**src/rtl/pm_evt_pkg.sv**
```systemverilog
package pm_evt_pkg;

  // register offsets inside the 64-byte window
  localparam logic [5:0] OFS_STS = 6'h00;
  localparam logic [5:0] OFS_EN  = 6'h02;
  localparam logic [5:0] OFS_CTL = 6'h04;
  localparam logic [5:0] OFS_TMR = 6'h08;

  // bit positions with behaviour attached
  localparam int BIT_TMR_OVF = 0;
  localparam int BIT_BTN     = 8;
  localparam int BIT_RESUME  = 15;
  localparam int BIT_SLP_GO  = 13;
  localparam int SLP_TYP_LO  = 10;

  localparam logic [15:0] SCI_SRC_MASK = 16'h0521; // bits 10, 8, 5, 0

  localparam logic [7:0] MODE_ON  = 8'hF1;
  localparam logic [7:0] MODE_OFF = 8'hF0;

  localparam logic [2:0] SLP_OFF  = 3'd0;
  localparam logic [2:0] SLP_SUSP = 3'd1;

  typedef struct packed {
    logic        wrSts;
    logic        wrEn;
    logic        wrCtl;
    logic        goOff;
    logic        goSusp;
    logic        sciSet;
    logic        sciClr;
    logic        wrCmd;
    logic        wrAux;
    logic [15:0] data;
    logic [7:0]  modeData;
  } ctlStrobe_t;

endpackage

```
**src/rtl/pm_evt_timer.sv**
```systemverilog
module pm_evt_timer #(
  parameter int unsigned SYS_CLK_HZ = 125_000_000,
  parameter int unsigned TICK_HZ    = 3_579_545,
  parameter int unsigned TMR_W      = 24
) (
  input  logic             clk,
  input  logic             rstN,
  output logic [TMR_W-1:0] count,
  output logic             ovf
);
  localparam int ACC_W = $clog2(SYS_CLK_HZ + TICK_HZ + 1) + 1;
  localparam logic [ACC_W-1:0] SYS_V  = ACC_W'(SYS_CLK_HZ);
  localparam logic [ACC_W-1:0] TICK_V = ACC_W'(TICK_HZ);

  logic [ACC_W-1:0] accQ, accSum, accD;
  logic [TMR_W-1:0] countQ, countNext;
  logic             tick;

  always_comb begin
    accSum    = accQ + TICK_V;
    tick      = (accSum >= SYS_V);
    accD      = tick ? (accSum - SYS_V) : accSum;
    countNext = countQ + 1'b1;
  end

  always_ff @(posedge clk or negedge rstN) begin
    if (!rstN) begin
      accQ   <= '0;
      countQ <= '0;
    end else begin
      accQ <= accD;
      if (tick) countQ <= countNext;
    end
  end

  assign count = countQ;
  assign ovf   = tick && (countNext[TMR_W-1] != countQ[TMR_W-1]);
endmodule

```
**src/rtl/pm_evt_ctrl.sv**
```systemverilog
module pm_evt_ctrl
  import pm_evt_pkg::*;
(
  input  logic       [5:0]  busAddr,
  input  logic              busWrite,
  input  logic       [15:0] busWdata,
  input  logic              modeAddr,
  input  logic              modeWrite,
  input  logic       [7:0]  modeWdata,
  output ctlStrobe_t        strobe
);
  logic [2:0] slpType;
  logic       slpGo;

  always_comb begin
    slpType = busWdata[SLP_TYP_LO +: 3];
    slpGo   = busWdata[BIT_SLP_GO];

    strobe          = '0;
    strobe.data     = busWdata;
    strobe.modeData = modeWdata;

    if (busWrite) begin
      unique case (busAddr)
        OFS_STS: strobe.wrSts = 1'b1;
        OFS_EN:  strobe.wrEn  = 1'b1;
        OFS_CTL: begin
          strobe.wrCtl  = 1'b1;
          strobe.goOff  = slpGo && (slpType == SLP_OFF);
          strobe.goSusp = slpGo && (slpType == SLP_SUSP);
        end
        default: ;
      endcase
    end

    if (modeWrite) begin
      if (!modeAddr) begin
        strobe.wrCmd  = 1'b1;
        strobe.sciSet = (modeWdata == MODE_ON);
        strobe.sciClr = (modeWdata == MODE_OFF);
      end else begin
        strobe.wrAux = 1'b1;
      end
    end
  end
endmodule

```
**src/rtl/pm_evt_datapath.sv**
```systemverilog
module pm_evt_datapath
  import pm_evt_pkg::*;
#(
  parameter int unsigned TMR_W = 24
) (
  input  logic              clk,
  input  logic              rstN,
  input  ctlStrobe_t        strobe,
  input  logic              tmrOvf,
  input  logic [TMR_W-1:0]  tmrCount,
  input  logic              pwrBtnEvt,
  input  logic [5:0]        busAddr,
  input  logic              modeAddr,
  output logic [31:0]       busRdata,
  output logic [7:0]        modeRdata,
  output logic [15:0]       stsQ,
  output logic [15:0]       enQ,
  output logic [15:0]       ctlQ,
  output logic              sciLevel,
  output logic              powerOffReq,
  output logic              suspendReq
);
  logic [15:0] stsD, ctlD, stsSet, stsClr;
  logic [7:0]  cmdQ, auxQ;
  logic        offQ, suspQ;

  always_comb begin
    stsSet = '0;
    stsSet[BIT_TMR_OVF] = tmrOvf;
    stsSet[BIT_BTN]     = (pwrBtnEvt && enQ[BIT_BTN]) || strobe.goSusp;
    stsSet[BIT_RESUME]  = strobe.goSusp;
    stsClr = strobe.wrSts ? strobe.data : 16'h0000;
    stsD   = (stsQ & ~stsClr) | stsSet;

    ctlD = ctlQ;
    if (strobe.wrCtl) begin
      ctlD = strobe.data;
      ctlD[BIT_SLP_GO] = 1'b0;
    end
    if (strobe.sciSet) ctlD[0] = 1'b1;
    if (strobe.sciClr) ctlD[0] = 1'b0;
  end

  always_ff @(posedge clk or negedge rstN) begin
    if (!rstN) begin
      stsQ  <= '0;
      enQ   <= '0;
      ctlQ  <= '0;
      cmdQ  <= '0;
      auxQ  <= '0;
      offQ  <= 1'b0;
      suspQ <= 1'b0;
    end else begin
      stsQ  <= stsD;
      ctlQ  <= ctlD;
      offQ  <= strobe.goOff;
      suspQ <= strobe.goSusp;
      if (strobe.wrEn)  enQ  <= strobe.data;
      if (strobe.wrCmd) cmdQ <= strobe.modeData;
      if (strobe.wrAux) auxQ <= strobe.modeData;
    end
  end

  always_comb begin
    unique case (busAddr)
      OFS_STS: busRdata = {16'h0000, stsQ};
      OFS_EN:  busRdata = {16'h0000, enQ};
      OFS_CTL: busRdata = {16'h0000, ctlQ};
      OFS_TMR: busRdata = 32'(tmrCount);
      default: busRdata = 32'h0;
    endcase
  end

  assign modeRdata   = modeAddr ? auxQ : cmdQ;
  assign sciLevel    = |(stsQ & enQ & SCI_SRC_MASK);
  assign powerOffReq = offQ;
  assign suspendReq  = suspQ;
endmodule

```
**src/rtl/pm_event_regs.sv**
```systemverilog
module pm_event_regs
  import pm_evt_pkg::*;
#(
  parameter int unsigned SYS_CLK_HZ = 125_000_000,
  parameter int unsigned TICK_HZ    = 3_579_545,
  parameter int unsigned TMR_W      = 24
) (
  input  logic        clk,
  input  logic        rstN,
  input  logic [5:0]  busAddr,
  input  logic        busWrite,
  input  logic [15:0] busWdata,
  output logic [31:0] busRdata,
  input  logic        modeAddr,
  input  logic        modeWrite,
  input  logic [7:0]  modeWdata,
  output logic [7:0]  modeRdata,
  input  logic        pwrBtnEvt,
  output logic        sciLevel,
  output logic        powerOffReq,
  output logic        suspendReq
);
  ctlStrobe_t       strobe;
  logic [TMR_W-1:0] tmrCount;
  logic             tmrOvf;
  logic [15:0]      stsQ, enQ, ctlQ;

  pm_evt_timer #(
    .SYS_CLK_HZ(SYS_CLK_HZ), .TICK_HZ(TICK_HZ), .TMR_W(TMR_W)
  ) u_tmr (
    .clk(clk), .rstN(rstN), .count(tmrCount), .ovf(tmrOvf)
  );

  pm_evt_ctrl u_ctrl (
    .busAddr(busAddr), .busWrite(busWrite), .busWdata(busWdata),
    .modeAddr(modeAddr), .modeWrite(modeWrite), .modeWdata(modeWdata),
    .strobe(strobe)
  );

  pm_evt_datapath #(.TMR_W(TMR_W)) u_dp (
    .clk(clk), .rstN(rstN), .strobe(strobe),
    .tmrOvf(tmrOvf), .tmrCount(tmrCount), .pwrBtnEvt(pwrBtnEvt),
    .busAddr(busAddr), .modeAddr(modeAddr),
    .busRdata(busRdata), .modeRdata(modeRdata),
    .stsQ(stsQ), .enQ(enQ), .ctlQ(ctlQ),
    .sciLevel(sciLevel), .powerOffReq(powerOffReq), .suspendReq(suspendReq)
  );
endmodule

```
**config.mk**
```make
export PLATFORM = sky130hd
export DESIGN_NAME = pm_event_regs
export DESIGN_NICKNAME = d
export VERILOG_FILES = /design/src/rtl/pm_evt_pkg.sv /design/src/rtl/pm_evt_timer.sv /design/src/rtl/pm_evt_ctrl.sv /design/src/rtl/pm_evt_datapath.sv /design/src/rtl/pm_event_regs.sv
export SDC_FILE = /design/constraint.sdc
export NUM_CORES = 1
export LEC_CHECK = 0
export ABC_AREA = 1
export BUFFER_PORTS_ARGS = -buffer_cell sky130_fd_sc_hd__buf_2
export CAP_MARGIN = 20
export CORE_ASPECT_RATIO = 2
export CORE_MARGIN = 1.5
export CORE_UTILIZATION = 50
export DETAILED_ROUTE_END_ITERATION = 10
export PLACE_DENSITY = 0.7
export SYNTH_ARGS = -nofsm -noshare
export SYNTH_HDL_FRONTEND = slang
export SYNTH_SLANG_ARGS = --single-unit
```
**constraint.sdc**
```tcl
create_clock -name clk -period 3.2 [get_ports clk]
set_input_delay 0.32 -clock clk [delete_from_list [all_inputs] [get_ports clk]]
set_output_delay 0.32 -clock clk [all_outputs]
set_load 0.02 [all_outputs]
```
Word level (Yosys, flattened, before mapping) --
Cells that the tools add are included.
Word-level totals: latch bits 0, memory bits (read-only) 0, bits in writable memories 0, input bits 36, memories 0, register bits 117, output and inout port bits 43, word-level logic and storage cells 48
Cells by class: bitwise gates (word level) 4, reduce and logical (&&, ||, !) cells 9, multiplexer cells 14, order comparisons 1, shift-type cells 0, div/mod/pow operators 0, equality and inequality tests 7, multiply operators 0, $add $sub $neg 3
Operators by type and width (count):
- 24-bit one-hot mux with 4 select lines | 1
- 28-bit by 22-bit adder with 28-bit output, second input constant | 1
- 28-bit by 27-bit >= comparator with 1-bit output, second input constant | 1
- 28-bit two-way mux | 1
- 28-bit by 27-bit subtractor with 28-bit output, second input constant | 1
- 24-bit by 1-bit adder with 24-bit output, second input constant | 1
- 16-bit bitwise AND | 1
- 8-bit == test, second input constant | 2
- 16-bit two-way mux | 1
- 16-bit NOT | 1
- 16-bit bitwise OR | 1
- 11-bit bitwise AND | 1
- 8-bit two-way mux | 1
- 6-bit by 2-bit == test with 1-bit output, second input constant | 1
- 6-bit by 3-bit == test with 1-bit output, second input constant | 1
- 6-bit by 4-bit == test with 1-bit output, second input constant | 1
- 6-bit zero test | 1
- 1-bit two-way mux | 6
- 3-bit two-way mux | 2
- 5-bit two-way mux | 1
- 1-bit logical AND | 4
- 4-bit two-way mux | 1
- 4-bit OR reduction | 1
- 3-bit by 1-bit == test with 1-bit output, second input constant | 1
- 4 further kinds | 4

Logic depth before layout (Yosys ltp) --
Gate-level depths: netlist of run 1.
word-level depth 8, gate-level depth with buffers 19, depth with buffers taken out 19

Modules after synthesis --
A second synthesis of run 1 with hierarchy kept.
Second synthesis, totals: cells, all modules 1216, area, all modules 8006.4 µm²
Modules (own cells, without submodules):
- pm_evt_timer | area an instance 4361.7 µm², sequential area each 1301.2 µm², times used 1, cells an instance 726
- pm_evt_datapath | area an instance 3295.7 µm², sequential area each 1626.6 µm², times used 1, cells an instance 425
- pm_evt_ctrl | area an instance 349.1 µm², sequential area each 0.0 µm², times used 1, cells an instance 65

Worst setup path before layout of run 1 --
Ideal clock, no wire load.
kind register to register, start register u_tmr.accQ[4], end register u_tmr.accQ[27], cell stages (with the launch flop) 17, setup time 65 ps, data arrival time 2424 ps, data required time 3135 ps, slack 711 ps, clock period less this slack 2489 ps, cell sequence dfrtp_1 nor2_2 nand2_1 nand2_1 xor2_1 ha_1 nand3_1 or2_2 nor3_1 nand3_1 nor2_1 nand2_2 nand3_4 buf_8 buf_8 nand3b_1 nand2_1
On the way: word-level cells in the longest chain between the ends 3, elaborated cells between the ends (all ways) 4
Ends and longest elaborated chain:
- start: declaration | RTL line pm_evt_timer.sv:15 | logic [ACC_W-1:0] accQ, accSum, accD;
- start signal: assignment | RTL line pm_evt_timer.sv:28 | accQ <= '0;
- start signal: assignment | RTL line pm_evt_timer.sv:31 | accQ <= accD;
- 28-bit by 22-bit adder with 28-bit output * | RTL line pm_evt_timer.sv:20 | accSum = accQ + TICK_V;
- 28-bit by 27-bit subtractor with 28-bit output / 28-bit by 27-bit >= comparator with 1-bit output (equally long branches) | RTL line pm_evt_timer.sv:22, pm_evt_timer.sv:21
- 28-bit two-way mux * | RTL line pm_evt_timer.sv:22 | accD = tick ? (accSum - SYS_V) : accSum;
- net u_tmr.accD[27] | RTL line pm_evt_timer.sv:15
Mark *: on every way through the listed nets, which the timed path passes. The rest lies on a longest branch. A chain may end at the register's enable or synchronous reset.

Worst setup path after layout of run 1 --
start register u_tmr.accQ[4], end register u_tmr.countQ[14] (netlist: u_tmr.count[14])
On the way: word-level cells in the longest chain between the ends 2
Ends and longest elaborated chain:
- 28-bit by 22-bit adder with 28-bit output | RTL line pm_evt_timer.sv:20
- 28-bit by 27-bit >= comparator with 1-bit output | RTL line pm_evt_timer.sv:21 | tick = (accSum >= SYS_V);
- end signal: assignment | RTL line pm_evt_timer.sv:32 | if (tick) countQ <= countNext;
- end: declaration | RTL line pm_evt_timer.sv:16 | logic [TMR_W-1:0] countQ, countNext;
Every way passes these cells.

==> flow_summary.json, run 1 <==
{
  "cp-start-kind": "flop",
  "htreeDepth": 4,
  "status": "finished with violations",
  "fin_skew_ns": 0.008349,
  "clk_path_buf_depth": 2,
  "min_path_type": "in -> async",
  "syn_area_mm2": 0.007355,
  "ir_drop_mv": 0.5444,
  "hpwl_um": 15770,
  "vias": 6990,
  "insertion_delay_ns": 0.41,
  "finalCriticalPeriod_ns": 2.902,
  "power.density_mw_per_mm2": 421.4,
  "cp.arrival_ns": 3.20,
  "violations": "negative hold slack",
  "die_w_um": 88.76,
  "hold_ws_ns": -0.004878,
  "synth-edff-count": 0,
  "path_class": "reg -> reg",
  "clkSlewWorstSetupHoldPaths_ns": 0.05,
  "cts.sinks": 117,
  "yosysSeqAreaShare": 0.3981,
  "max_stage_delay_ns": 0.42,
  "maxSlewViolCount": 0,
  "fin_util": 0.5883,
  "initial_core_util": 0.5125,
  "ys_ff_latch": 117,
  "synth_cells": 1060,
  "grt-ovfl-total": 0,
  "grt_pass1_vias": 7064,
  "path_cells": "nor2_2 > nand2_1 > nand2_1 > xor2_1 > ha_1 > nand3_1 > or2_2 > nor3_2 > nand3_1 > nor2_1 > nand2_2 > nand3_4 > buf_12 > nand2_1 > nand2_1 > nand2_1",
  "async_flop_share": 1.000,
  "p_leak_nw": 4.310,
  "drt-pass1-iter-count": 5,
  "nNetsFinal": 1178,
  "synthDistinctLibCells": 39,
  "grt_antenna_before_repair": 0,
  "rows": 62,
  "fin_setup_tns_ns": 0,
  "critPathMaxFanout": 38,
  "fp.dieArea_mm2": 0.01549,
  "crit_family": "simple AND/OR/NAND/NOR gates",
  "portBuffers": 70,
  "core_area_mm2": 0.01435,
  "postRouteAntennaNets": 0,
  "final.period_utilization": 0.9070,
  "avgSynthCellArea_um2": 6.938,
  "ys.flop_type": "dfrtp_1",
  "drc": 0,
  "hold_violations": 5,
  "drt-initial-drc-count": 374,
  "io_pins": 79,
  "grt_max_degree": 63,
  "viasPerCell": 5.220,
  "rsz0062_at_grt": "false",
  "worst_pin_slew_ns": 0.9220,
  "yosysWarnings": 0,
  "grt_pass1_wl_um": 33520,
  "dpl-instance-area_mm2": 0.007906,
  "die_y_um": 174.5,
  "gp_congestion": 0.9430,
  "avgRoutedWirePerCell_um": 15.21,
  "syn2layout_area_growth_pct": 14.80,
  "cap_violations": 0,
  "postLayoutCellArea_mm2": 0.008443,
  "max_freq_mhz": 344.5,
  "cp-end-kind": "flop",
  "drive_gt1_frac": 0.1430,
  "cts_tree": "yes",
  "crit_buf_inv": 1,
  "cts_buffers": 17,
  "setup_violations": 0,
  "wl_um": 20370,
  "relSlewSlack": 0.3838,
  "grt_use_total": 0.2853,
  "required_ns": 3.50,
  "cpMostUsedCell": "nand2_1",
  "slowest_stage": "dfrtp_1",
  "diodes": 0,
  "clock-root-buffer": "clkbuf_16"
}
-- registers in the layout, summed over array words and instances, names as in the netlist --
register	cells
u_tmr.accQ	28
u_dp.stsQ	16
u_dp.auxQ	8
u_dp.suspendReq	1
u_dp.powerOffReq	1
u_dp.cmdQ	8
u_dp.enQ	16
u_tmr.count	24
u_dp.ctlQ	15
-- cell families after synthesis --
kind of cell             count (synthesis)  synth area share
AND/OR/NAND/NOR                        608            0.3544
other                                    1         0.0005099
multiplexers                             3          0.004593
adder cells (fa/ha/maj)                  4          0.006805
XOR/XNOR                                25           0.02977
AO/OA/AOI/OAI                          135            0.1094
buffers and inverters                  167           0.09646
flip-flops                             117            0.3981
-- stage by stage --
step	hold slack (ns)	setup slack (ns)	cells	power (W)
after global placement	0.4350	0.3116	1311	0.001862
after CTS	0.01375	0.1723	1339	0.003604
after global routing	0.05497	0.02587	1339	0.003695
final	-0.004878	0.2976	1339	0.003558
after detailed placement	0.4444	0.1982	1311	0.001870
after floorplan	0.02441	0.7112	1067	0.001768
-- routing by layer --
layer	global-route usage	vias to the layer above	wire length [µm]
li1	-	3522	-
met5	0	-	0
met1	0.2771	3222	7154
met2	0.5170	171	11170
met3	0.05508	75	648
met4	0.1934	0	1389
-- area by class of cell --
type	instances	area [µm²]
Clock inverter	6	55.05
Timing Repair Buffer	84	483.0
Inverter	135	511.7
Fill cell	1411	5908
Tap cell	192	240.2
Clock buffer	22	474.2
Sequential cell	117	2928
Multi-Input combinational cell	783	3751
-- what timing repair did --
| item | CTS | global route |
|---|---|---|
| hold buffers | 0 | 0 |
| gates resized for setup | 0 | 2 |
| buffers inserted | 0 | 0 |
| setup endpoints to repair | 0 | 11 |
-- cells in the final DEF, fill, tap and decap left out, types with 15 or more instances in the layout --
master and count:
nand2_1 358, inv_1 123, dfrtp_1 117, nor2_1 89, nand3_1 85, o21ai_0 70
buf_2 69, xor2_1 25, nand2_2 18, clkbuf_16 17, a22oi_1 15
-- final timing paths --
| check | endpoint | slack [ns] | from | cells after the start |
|---|---|---|---|---|
| worst min-delay path | u_dp.suspendReq | -0.005 | rstN | 1 |
| worst max-delay path | u_tmr.count[14] | 0.30 | u_tmr.accQ[4] | 16 |
| worst max register to register | u_tmr.count[14] | 0.30 | u_tmr.accQ[4] | 16 |
| min in group clk | u_dp.stsQ[3] | 0.11 | busWdata[3] | 2 |
| worst min register to register | u_tmr.accQ[0] | 0.45 | u_tmr.accQ[0] | 1 |
| max in group asynchronous | u_tmr.accQ[11] | 2.40 | rstN | 2 |
-- report_power, final --
| part | switching (W) | internal, W | leakage [nW] |
|---|---|---|---|
| Clock | 0.000610 | 0.00110 | 0.267 |
| Combinational | 0.000154 | 0.0000814 | 2.50 |
| Sequential | 0.0000443 | 0.00157 | 1.54 |
-- synth_stat cells, drive strengths merged (3+ instances only) --
cell type  count  area share
a21boi        14       0.014
a21oi         15       0.011
a22oi         15       0.015
buf           16       0.018
clkbuf        16      0.0085
clkinv         3      0.0022
dfrtp        117        0.40
ha             4      0.0068
inv          132       0.067
mux2           3      0.0046
nand2        376        0.20
nand3         88       0.063
nand3b         6      0.0061
nand4         12       0.010
nor2         105       0.061
nor3          13      0.0088
nor4           7      0.0060
o211ai        11       0.011
o21ai         73       0.050
xor2          25       0.030
(Power assumes the default switching activity.)
==> run 2, diff against run 1 <==
--- a/config.mk
+++ b/config.mk
@@ -11,6 +11,7 @@
 export CORE_ASPECT_RATIO = 2
 export CORE_MARGIN = 1.5
 export CORE_UTILIZATION = 50
+export CTS_BUF_LIST = sky130_fd_sc_hd__clkbuf_8
 export DETAILED_ROUTE_END_ITERATION = 10
 export PLACE_DENSITY = 0.7
 export SYNTH_ARGS = -nofsm -noshare
==> run 2 against run 1 <==
Against the previous run: highest routed layer unchanged; largest power group is now registers; utilization decreased by 1.3 points; combinational power about the same; cell count about the same; the run now ends clean; non-clock buffer count up 1.
==> flow_summary.json, run 2 (synthesis gave the netlist of run 1 again) <==
{
  "fp.dieArea_mm2": 0.01549,
  "postRouteAntennaNets": 0,
  "htreeDepth": 4,
  "relSlewSlack": 0.3854,
  "grt_pass1_vias": 7027,
  "ir_drop_mv": 0.3146,
  "grt_use_total": 0.2818,
  "core_area_mm2": 0.01435,
  "nNetsFinal": 1179,
  "insertion_delay_ns": 0.45,
  "endpoint": "u_tmr.count[14]",
  "grt-ovfl-total": 0,
  "portBuffers": 70,
  "grt_max_degree": 63,
  "fin_setup_tns_ns": 0,
  "grt_pass1_wl_um": 33090,
  "r2r_slack_ns": 0.30,
  "layout_commonest_cell": "nand2_1",
  "cts_tree": "yes",
  "p_int_w": 0.002289,
  "cts_buffers": 17,
  "rsz0062_at_grt": "false",
  "r2r_start": "u_tmr.accQ[4]",
  "cap_violations": 0,
  "gp_congestion": 0.9430,
  "fin_skew_ns": 0.01049,
  "die_y_um": 174.5,
  "status": "complete, no violations",
  "holdPathStages": 2,
  "final.period_utilization": 0.9066,
  "io_pins": 79,
  "timing.rr.end": "u_tmr.count[14]",
  "cts.sinks": 117,
  "max_freq_mhz": 344.7,
  "seq_power_share": 0.528,
  "maxSlewViolCount": 0,
  "p_leak_nw": 4.235,
  "clock-root-buffer": "clkbuf_8",
  "cp-end-kind": "flop",
  "syn2layout_area_growth_pct": 12.33,
  "required_ns": 3.54,
  "power.density_mw_per_mm2": 368.7,
  "path_class": "reg -> reg",
  "cp-start-kind": "flop",
  "diodes": 0,
  "min_path_type": "in -> reg",
  "largest_register_ffs": 28,
  "critPathMaxFanout": 38,
  "drive_gt1_frac": 0.1429,
  "drc": 0,
  "rr_worst_depth": 16,
  "die_w_um": 88.76,
  "swShare": 0.2484,
  "initial_core_util": 0.5125,
  "p_comb_frac": 0.077,
  "pwr-share-clk": 0.395,
  "cp.arrival_ns": 3.24,
  "viasPerCell": 5.230,
  "worst_pin_slew_ns": 0.9197,
  "final_cell_mix": "358 x nand2_1, 125 x inv_1, 117 x dfrtp_1, 89 x nor2_1, 85 x nand3_1",
  "setup_violations": 0,
  "grt_antenna_before_repair": 0,
  "hold_violations": 0,
  "drt-initial-drc-count": 372,
  "rows": 62,
  "avgRoutedWirePerCell_um": 15.12,
  "clkSlewWorstSetupHoldPaths_ns": 0.07,
  "hpwl_um": 15770,
  "hold_ws_ns": 0.07321,
  "clk_path_buf_depth": 2,
  "switching_power_w": 0.0007564,
  "max_flop_register": "u_tmr.accQ",
  "startpoint": "u_tmr.accQ[4]",
  "vias": 7008,
  "wl_um": 20260,
  "drt-pass1-iter-count": 5,
  "finalCriticalPeriod_ns": 2.901
}
## run 2: cell types whose count changed in the layout (fill, tap and decap cells not counted), sizes merged
| cell | previous run | this run |
|---|---|---|
| inv | 132 | 134 |
| clkbuf | 22 | 20 |
| dlygate4sd3 | 0 | 1 |
## run 2: per-layer routing
metal | routed length (µm) | up-vias | share of wire | GRT usage
li1 | - | 3529 | - | -
met1 | 7015 | 3210 | 0.35 | 0.2719
met2 | 11190 | 193 | 0.55 | 0.5158
met3 | 705 | 76 | 0.035 | 0.04558
met4 | 1352 | 0 | 0.067 | 0.1960
met5 | 0 | - | 0 | 0
## run 2: layout make-up
cell class,count,area [µm²]
clock buffer,20,275.3
clock inverter,8,62.56
fill,1441,6090
inverter,135,511.7
multi-input combinational,783,3751
sequential,117,2928
tap,192,240.2
timing repair buffer,85,493.0
## run 2: what timing repair did
action / CTS / global route
hold endpoints to repair: 54 / 0
hold buffers: 1 / 0
buffers inserted: 0 / 0
gates resized for setup: 0 / 2
endpoints found under the setup margin: 0 / 15
## run 2: critical path, stage by stage (launching register included)
cell	delay, ns
dfrtp_1	0.42
nor2_2	0.19
nand2_1	0.14
nand2_1	0.11
xor2_1	0.29
ha_1	0.20
nand3_1	0.07
or2_2	0.29
nor3_2	0.23
nand3_1	0.12
nor2_1	0.13
nand2_2	0.09
nand3_4	0.12
buf_12	0.20
nand2_1	0.07
nand2_1	0.07
nand2_1	0.05
## run 2: power groups by stage
stage | Clock, W | Combinational (W) | Sequential (W)
floorplan | 0 | 0.000145 | 0.00162
global placement | 0 | 0.000232 | 0.00163
detailed placement | 0 | 0.000237 | 0.00163
CTS | 0.00123 | 0.000240 | 0.00161
global route | 0.00127 | 0.000273 | 0.00162
finish | 0.00120 | 0.000235 | 0.00161
## run 2: how the worst min path moves through the flow
| stage | start | to | slack (ns) |
|---|---|---|---|
| 6_report | busWdata[1] | u_dp.stsQ[1] | 0.07 |
| 5_1_grt | busWdata[2] | u_dp.stsQ[2] | 0.07 |
| 4_1_cts | busWdata[14] | u_dp.stsQ[14] | 0.06 |
| 3_5_place_dp | u_tmr.accQ[0] | u_tmr.accQ[0] | 0.44 |
| 3_3_place_gp | u_tmr.accQ[0] | u_tmr.accQ[0] | 0.44 |
| 2_1_floorplan | rstN | u_dp.auxQ[0] | 0.02 |
## run 2: through the flow
stage          setup WS [ns]  cell area (µm²)  instances  power (W)  utilization
2_1_floorplan         0.7112             7381       1067   0.001768            -
3_3_place_gp          0.3116             7906       1311   0.001862       0.5509
3_5_place_dp          0.1982             7906       1311   0.001870       0.5509
4_1_cts               0.1749             8254       1340   0.003078       0.5752
5_1_grt              0.01380             8262       1340   0.003164       0.5757
6_report              0.2989             8262       1340   0.003046       0.5757
==> run 3, diff against run 2 <==
--- a/config.mk
+++ b/config.mk
@@ -10,10 +10,10 @@
 export CAP_MARGIN = 20
 export CORE_ASPECT_RATIO = 2
 export CORE_MARGIN = 1.5
-export CORE_UTILIZATION = 50
+export CORE_UTILIZATION = 61
 export CTS_BUF_LIST = sky130_fd_sc_hd__clkbuf_8
 export DETAILED_ROUTE_END_ITERATION = 10
-export PLACE_DENSITY = 0.7
+export PLACE_DENSITY = 0.82
 export SYNTH_ARGS = -nofsm -noshare
 export SYNTH_HDL_FRONTEND = slang
 export SYNTH_SLANG_ARGS = --single-unit
==> run 3 against run 2 <==
Against the previous run: first-iteration DRC count rose by 17%; final area increased by 0.14%; combinational power about the same; die area fell by 18%; sequential power about the same; non-clock buffer count fell by 3; worst hold slack better by 0.0089 ns; critical path depth is the same; total power up 7.8%; critical endpoint is now u_tmr.count[2]; via count up 3.5%; utilization increased by 13 points; sequential cell count did not move.
==> flow_summary.json, run 3 (synthesis gave the netlist of run 1 again) <==
{
  "clkSlewWorstSetupHoldPaths_ns": 0.07,
  "setup_violations": 0,
  "layout_commonest_cell": "nand2_1",
  "grt_pass1_wl_um": 33170,
  "core_area_mm2": 0.01177,
  "p_leak_nw": 4.265,
  "nNetsFinal": 1176,
  "drt-initial-drc-count": 435,
  "drive_gt1_frac": 0.1410,
  "cpMostUsedCell": "nand2_1",
  "p_comb_frac": 0.072,
  "cp-start-kind": "flop",
  "finalCriticalPeriod_ns": 2.921,
  "grt-ovfl-total": 0,
  "htreeDepth": 4,
  "min_path_type": "in -> reg",
  "cts_buffers": 17,
  "initial_core_util": 0.6248,
  "insertion_delay_ns": 0.43,
  "syn2layout_area_growth_pct": 12.49,
  "vias": 7255,
  "cts_tree": "yes",
  "fp.dieArea_mm2": 0.01276,
  "power.density_mw_per_mm2": 396.9,
  "clock-root-buffer": "clkbuf_8",
  "relSlewSlack": 0.3773,
  "diodes": 0,
  "drc": 0,
  "path_cells": "nor2_2 > nand2_1 > nand2_1 > xor2_1 > ha_1 > nand3_1 > or2_2 > nor3_2 > nand3_1 > nor2_1 > nand2_2 > nand3_4 > buf_12 > nand2_1 > nand2_1 > nand2_1",
  "die_y_um": 158.3,
  "slowest_stage": "dfrtp_1",
  "worst_pin_slew_ns": 0.9318,
  "wl_um": 20170,
  "status": "complete, no violations",
  "max_stage_delay_ns": 0.43,
  "postRouteAntennaNets": 0,
  "grt_max_degree": 51,
  "cp-end-kind": "flop",
  "viasPerCell": 5.607,
  "fin_setup_tns_ns": 0,
  "die_w_um": 80.64,
  "rsz0062_at_grt": "false",
  "cp.arrival_ns": 3.24,
  "final.period_utilization": 0.9128,
  "drt-pass1-iter-count": 5,
  "critPathMaxFanout": 47,
  "pwr-share-clk": 0.438,
  "switching_power_w": 0.0007853,
  "hold_violations": 0,
  "fin_util": 0.7028,
  "max_freq_mhz": 342.4,
  "grt_use_total": 0.3466,
  "largest_register_ffs": 28,
  "ir_drop_mv": 0.7699,
  "seq_power_share": 0.490,
  "grt_antenna_before_repair": 0,
  "maxSlewViolCount": 0,
  "p_int_w": 0.002498,
  "clk_path_buf_depth": 2,
  "gp_congestion": 0.9828,
  "swShare": 0.2392,
  "grt_pass1_vias": 7124,
  "required_ns": 3.52,
  "rows": 56,
  "fin_skew_ns": 0.01153,
  "io_pins": 79,
  "cap_violations": 0,
  "cts_setup_buffers": 0,
  "avgRoutedWirePerCell_um": 15.59,
  "path_class": "reg -> reg",
  "max_flop_register": "u_tmr.accQ",
  "portBuffers": 70,
  "hpwl_um": 15250,
  "cts.sinks": 117,
  "final_cell_mix": "358 x nand2_1, 128 x inv_1, 117 x dfrtp_1, 89 x nor2_1, 85 x nand3_1"
}
run 3: cell type report:
cell class | instances | area [µm²]
multi-input combinational | 783 | 3751
timing repair buffer | 82 | 483.0
fill | 1050 | 3498
clock inverter | 14 | 170.2
sequential | 117 | 2928
inverter | 135 | 511.7
clock buffer | 18 | 247.7
tap | 145 | 181.4
run 3: final timing paths:
check,to,slack [ns],from,depth (start not counted)
min in group asynchronous,u_dp.powerOffReq,0.41,rstN,2
worst max-delay path,u_tmr.count[2],0.28,u_tmr.accQ[4],16
max in group asynchronous,u_tmr.accQ[19],2.01,rstN,3
worst max register to register,u_tmr.count[2],0.28,u_tmr.accQ[4],16
worst min-delay path,u_dp.stsQ[3],0.08,busWdata[3],2
worst min register to register,u_tmr.accQ[0],0.45,u_tmr.accQ[0],1
run 3: timing repair:
item,CTS,global route
hold buffers,1,0
gates resized for setup,0,2
endpoints found under the setup margin,0,5
endpoints found under the hold margin,40,0
run 3: stage by stage:
step	power [W]	instance area (µm²)	hold slack (ns)	worst slack, ns	cells
after floorplan	0.001768	7381	0.02441	0.7112	1067
after global placement	0.001860	7838	0.3364	0.3302	1261
after detailed placement	0.001870	7838	0.3458	0.2465	1261
after CTS	0.003294	8265	0.07649	0.2048	1294
after global routing	0.003403	8273	0.08242	0.03595	1294
final	0.003283	8273	0.08212	0.2791	1294
run 3: power groups by stage:
stage                     combinational, W  clock (W)  sequential, W
final                             0.000238    0.00144        0.00161
after global routing              0.000274    0.00151        0.00162
after CTS                         0.000241    0.00145        0.00161
after detailed placement          0.000238          0        0.00163
after global placement            0.000231          0        0.00163
after floorplan                   0.000145          0        0.00162
run 3: critical path: cells and delay by family (launching register included):
family,cells,cell delay (ns)
AND/OR/NAND/NOR,13,1.65
flip-flops,1,0.43
XOR/XNOR,1,0.28
buffers and inverters,1,0.22
adder cells (fa/ha/maj),1,0.20
run 3: metal layers:
layer,GRT usage,up-vias,routed length [µm]
met3,0.08768,96,948
met4,0.2635,0,1501
met1,0.3302,3396,6662
met5,0,-,0
met2,0.6170,234,11060
li1,-,3529,-
